--- src/rtl/auxch_arb_pkg.sv ---
package auxch_arb_pkg;

   typedef enum logic [1:0] {
      OWN_FREE = 2'd0,
      OWN_HOST = 2'd1,
      OWN_MCU  = 2'd2
   } own_t;

   typedef enum logic [1:0] {
      S_IDLE    = 2'd0,
      S_WAIT_HI = 2'd1,
      S_WAIT_LO = 2'd2,
      S_CLAIM   = 2'd3
   } arb_st_t;

endpackage

--- src/rtl/auxch_poll_timer.sv ---
module auxch_poll_timer #(
   parameter int GAP_CYC = 100,
   parameter int POLLS   = 11
) (
   input  logic clk,
   input  logic rst_n,
   input  logic clr,
   output logic tick,
   output logic last
);
   localparam int GW = $clog2(GAP_CYC + 1);
   localparam int PW = $clog2(POLLS + 1);
   localparam logic [GW-1:0] GAP_END  = GW'(GAP_CYC - 1);
   localparam logic [PW-1:0] POLL_END = PW'(POLLS - 1);

   logic [GW-1:0] gap_q;
   logic [PW-1:0] poll_q;

   assign tick = (gap_q == GAP_END);
   assign last = tick && (poll_q == POLL_END);

   always_ff @(posedge clk or negedge rst_n) begin
      if (!rst_n) begin
         gap_q  <= '0;
         poll_q <= '0;
      end else if (clr) begin
         gap_q  <= '0;
         poll_q <= '0;
      end else if (tick) begin
         gap_q  <= '0;
         poll_q <= poll_q + 1'b1;
      end else begin
         gap_q  <= gap_q + 1'b1;
      end
   end
endmodule

--- src/rtl/auxch_own_reg.sv ---
module auxch_own_reg
   import auxch_arb_pkg::*;
(
   input  logic clk,
   input  logic rst_n,
   input  logic mcu_req,
   input  logic host_rel,
   input  logic host_take,
   output own_t own_q
);
   own_t own_d;

   always_comb begin
      own_d = own_q;
      if (own_q == OWN_FREE && mcu_req)
         own_d = OWN_MCU;
      else if (own_q == OWN_MCU && !mcu_req)
         own_d = OWN_FREE;
      else if (host_take)
         own_d = OWN_HOST;
      else if (own_q == OWN_HOST && host_rel)
         own_d = OWN_FREE;
   end

   always_ff @(posedge clk or negedge rst_n) begin
      if (!rst_n) own_q <= OWN_FREE;
      else        own_q <= own_d;
   end
endmodule

--- src/rtl/auxch_owner_arb.sv ---
module auxch_owner_arb
   import auxch_arb_pkg::*;
#(
   parameter int POLL_GAP_CYC = 100,
   parameter int POLL_POLLS   = 11,
   parameter bit HAS_RESET    = 1'b1
) (
   input  logic       clk,
   input  logic       rst_n,
   input  logic       acq_req,
   input  logic       rel_req,
   input  logic       mcu_req,
   input  logic       rst_done,
   output logic [1:0] own_status,
   output logic       acq_done,
   output logic       acq_grant,
   output logic       chan_en,
   output logic       chan_rst
);
   initial begin
      assert (POLL_GAP_CYC >= 1) else $error("POLL_GAP_CYC must be at least 1");
      assert (POLL_POLLS >= 1)   else $error("POLL_POLLS must be at least 1");
   end

   arb_st_t state_q;
   own_t    own_q;
   arb_st_t first_st;
   logic    rst_on_entry;
   logic    tick, last, in_wait, phase_ok, tmr_clr, claim_ok, host_take;

   generate
      if (HAS_RESET) begin : g_hs
         assign first_st     = S_WAIT_HI;
         assign rst_on_entry = 1'b1;
      end else begin : g_nohs
         assign first_st     = S_CLAIM;
         assign rst_on_entry = 1'b0;
      end
   endgenerate

   assign in_wait   = (state_q == S_WAIT_HI) || (state_q == S_WAIT_LO);
   assign phase_ok  = (state_q == S_WAIT_HI) ? rst_done : !rst_done;
   assign tmr_clr   = !in_wait || (tick && phase_ok);
   assign claim_ok  = (own_q == OWN_HOST) || (own_q == OWN_FREE && !mcu_req);
   assign host_take = (state_q == S_CLAIM) && claim_ok;

   auxch_poll_timer #(
      .GAP_CYC (POLL_GAP_CYC),
      .POLLS   (POLL_POLLS)
   ) u_tmr (
      .clk   (clk),
      .rst_n (rst_n),
      .clr   (tmr_clr),
      .tick  (tick),
      .last  (last)
   );

   auxch_own_reg u_own (
      .clk       (clk),
      .rst_n     (rst_n),
      .mcu_req   (mcu_req),
      .host_rel  (rel_req),
      .host_take (host_take),
      .own_q     (own_q)
   );

   assign own_status = own_q;

   always_ff @(posedge clk or negedge rst_n) begin
      if (!rst_n) begin
         state_q   <= S_IDLE;
         chan_en   <= 1'b0;
         chan_rst  <= 1'b0;
         acq_done  <= 1'b0;
         acq_grant <= 1'b0;
      end else begin
         acq_done  <= 1'b0;
         acq_grant <= 1'b0;
         case (state_q)
            S_IDLE: begin
               if (acq_req) begin
                  if (own_q == OWN_MCU) begin
                     acq_done <= 1'b1;
                  end else if (!chan_en) begin
                     chan_en  <= 1'b1;
                     chan_rst <= rst_on_entry;
                     state_q  <= first_st;
                  end else begin
                     state_q  <= S_CLAIM;
                  end
               end
            end
            S_WAIT_HI, S_WAIT_LO: begin
               if (tick) begin
                  if (phase_ok) begin
                     chan_rst <= 1'b0;
                     state_q  <= (state_q == S_WAIT_HI) ? S_WAIT_LO : S_CLAIM;
                  end else if (last) begin
                     chan_en  <= 1'b0;
                     chan_rst <= 1'b0;
                     acq_done <= 1'b1;
                     state_q  <= S_IDLE;
                  end
               end
            end
            default: begin
               acq_done  <= 1'b1;
               acq_grant <= claim_ok;
               state_q   <= S_IDLE;
            end
         endcase
      end
   end
endmodule

--- config.mk ---
export PLATFORM = sky130hd
export DESIGN_NAME = auxch_owner_arb
export DESIGN_NICKNAME = d
export VERILOG_FILES = /design/src/rtl/auxch_arb_pkg.sv /design/src/rtl/auxch_poll_timer.sv /design/src/rtl/auxch_own_reg.sv /design/src/rtl/auxch_owner_arb.sv
export SDC_FILE = /design/constraint.sdc
export NUM_CORES = 1
export LEC_CHECK = 0
export BUFFER_PORTS_ARGS = -buffer_cell sky130_fd_sc_hd__buf_2
export CORE_MARGIN = 4
export CORE_UTILIZATION = 45
export CTS_CLUSTER_SIZE = 8
export DETAILED_ROUTE_END_ITERATION = 8
export PLACE_DENSITY = 0.68
export SLEW_MARGIN = 20
export SYNTH_ARGS = -nofsm -noshare
export SYNTH_HDL_FRONTEND = slang
export SYNTH_SLANG_ARGS = --single-unit
--- constraint.sdc ---
create_clock -name clk -period 2.6 [get_ports clk]
set_clock_uncertainty 0.1 [all_clocks]
set_input_delay 0.39 -clock clk [delete_from_list [all_inputs] [get_ports clk]]
set_output_delay 0.39 -clock clk [all_outputs]
set_load 0.05 [all_outputs]
==> results.json <==
{
  "outcome": "completed",
  "syn_to_final_growth_pct": 11.2,
  "place_congestion": 0.770,
  "synth_cell_types": 30,
  "end_kind": "register",
  "num_rows": 16,
  "drv_slew": 0,
  "yosys_most_used_dff": "dfrtp_1",
  "power_frac_clock": 0.140,
  "h-tree-depth": 1,
  "hold_violations": 0,
  "routed_wirelength_um": 1860,
  "final_common_cell": "dfrtp_1",
  "combPwrFrac": 0.486,
  "ir_worst_vdd_uv": 596,
  "dp_hpwl_um": 1360,
  "synth_fa_ha_area_frac": 0.0861,
  "clockBufferDepth": 2,
  "core_area_um2": 2060,
  "die_area_um2": 3090,
  "io_buffers": 11,
  "num_vias": 786,
  "fin_setup_tns_ns": 0,
  "fp.dieH_um": 55.5,
  "synth_compound_area_frac": 0.175,
  "r2r_slack_ns": 0.61,
  "multi_input_area_um2": 500,
  "grt_overflow_total": 0,
  "cp.arrival_ns": 2.08,
  "seq_area_um2": 475,
  "synth-simple-area-share": 0.183,
  "drive_above_1_share": 0.154,
  "nNetsFinal": 131,
  "drt_iter0_markers": 29,
  "ant_nets": 0,
  "via_per_inst": 5.46,
  "avgSynthCellArea_um2": 9.97,
  "rsz0062_at_grt": "no",
  "synthDominantCellAreaShare": 0.467,
  "leakage_nw": 0.533,
  "synth-seq-cells": 19,
  "fmax_mhz": 503,
  "wl_per_cell_um": 12.9,
  "cts_sinks": 19,
  "fillers": 185,
  "fin_hold_ws_ns": 0.207,
  "yosys-top-cells-area": "dfrtp_1 47%, ha_1 8.6%, a21oi_1 3.9%",
  "synthXorXnorAreaFrac": 0.0258,
  "yosysSeqAreaShare": 0.467,
  "yosys-mux-area-fraction": 0.0221,
  "antenna_found_initial": 0,
  "ios": 12,
  "layout_common_cells": "19 x dfrtp_1, 11 x buf_2, 9 x nand2_1",
  "yosysTopAreaCell": "dfrtp_1",
  "required_ns": 2.70,
  "p_sw_w": 0.000483,
  "drc": 0,
  "grt_pass1_vias": 788,
  "start_util": 0.493,
  "pwr-share-seq": 0.373,
  "post-route-min-period_ns": 1.99,
  "synth_edf_count": 0,
  "swShare": 0.445,
  "cts_tree": "done",
  "grt_max_degree": 20,
  "syn_area_um2": 1020,
  "finalPower_w": 0.00108,
  "cts-buffers-inserted": 3,
  "grt_usage": 0.136,
  "hold_class": "input pin to register",
  "grt_pass1_wl_um": 3370,
  "first_pass_iters": 4,
  "root_buffer": "clkbuf_4",
  "yosys_warnings": 0,
  "powerDensity_nw_per_um2": 959,
  "die_w_um": 55.5,
  "worst_pin_slew_ns": 0.500,
  "p_int_w": 0.000602,
  "synth_nets": 115,
  "cp_max_fo": 8,
  "clk_pin_slew_ns": 0.11,
  "antenna_cells": 0,
  "synth_top_family_by_area": "simple AND/OR/NAND/NOR gates",
  "synthCells": 102,
  "min_period_over_period": 0.764,
  "maxSlewHeadroom": 0.665,
  "async_reset_ff_frac": 1.00,
  "maxCapViolCount": 0,
  "path_class": "register to register",
  "setup_viol": 0,
  "startpoint_type": "register",
  "insertion_delay_ns": 0.30
}
## worst paths after layout
kind,start,to,depth (start not counted)
min,mcu_req,u_own.own_q[1]$_DFFE_PN0P_,3
min in group asynchronous,rst_n,chan_en$_DFFE_PN0P_,2
max reg2reg,u_tmr.gap_q[2]$_DFF_PN0_,state_q[0]$_DFFE_PN0P_,4
max,u_tmr.gap_q[2]$_DFF_PN0_,state_q[0]$_DFFE_PN0P_,4
max in group asynchronous,rst_n,u_tmr.gap_q[2]$_DFF_PN0_,2
min reg2reg,u_tmr.gap_q[0]$_DFF_PN0_,u_tmr.gap_q[0]$_DFF_PN0_,1
## cells by family after synthesis
| family | Yosys count |
|---|---|
| AND/OR/NAND/NOR | 36 |
| AO/OA/AOI/OAI | 26 |
| flip-flops | 19 |
| buffers and inverters | 9 |
| adder cells (fa/ha/maj) | 7 |
| XOR/XNOR | 3 |
| multiplexers | 2 |
## stage by stage
stage	std cells	utilization	setup slack, ns	area (µm²)
6_report	144	0.549	0.613	1130
5_1_grt	144	0.549	0.467	1130
4_1_cts	144	0.549	0.590	1130
3_5_place_dp	139	0.531	0.611	1090
3_3_place_gp	139	0.531	0.664	1090
2_1_floorplan	102	-	0.743	1020
## power groups by stage
| stage | Sequential [W] | Combinational, W | Clock [W] |
|---|---|---|---|
| final | 0.000405 | 0.000528 | 0.000152 |
| after global routing | 0.000414 | 0.000580 | 0.000178 |
| after CTS | 0.000405 | 0.000531 | 0.000162 |
| after detailed placement | 0.000411 | 0.000527 | 0 |
| after global placement | 0.000406 | 0.000514 | 0 |
| after floorplan | 0.000478 | 0.000366 | 0 |
## area by class of cell
type | instances | area share
clock buffer | 4 | 0.0232
inverter | 8 | 0.0265
multi-input combinational | 74 | 0.442
sequential | 19 | 0.420
tap | 27 | 0.0299
timing repair buffer | 12 | 0.0575
## state kept, by name, summed over array words and instances (netlist names)
register / count
u_own.own_q: 2
state_q: 2
acq_grant: 1
acq_done: 1
u_tmr.gap_q: 7
chan_en: 1
chan_rst: 1
u_tmr.poll_q: 4
## synth_stat cells, types with 3 or more instances
cell / instances
nand2_1: 9
nand3_1: 5
inv_1: 8
a21oi_1: 8
dfrtp_1: 19
nor2_1: 8
nand2b_1: 3
ha_1: 7
o21ai_0: 6
nor2b_1: 3
## routing by layer
layer,track usage,routed length [µm],up-vias
met5,0,0,-
met4,0.0417,22,0
met3,0.0536,80,4
met2,0.235,916,11
met1,0.153,843,384
li1,-,-,387
## repair_timing
| item | CTS | global route |
|---|---|---|
| hold buffers | 1 | 0 |
| endpoints found under the hold margin | 19 | 0 |
| buffers inserted | 0 | 0 |
| gates resized for setup | 0 | 0 |
## worst max-delay path, stage by stage (launching register included)
cell	delay (ns)
dfrtp_1	0.45
or4b_4	0.60
o21ai_4	0.26
o211ai_2	0.15
mux2_1	0.33
(Power assumes the default switching activity.)
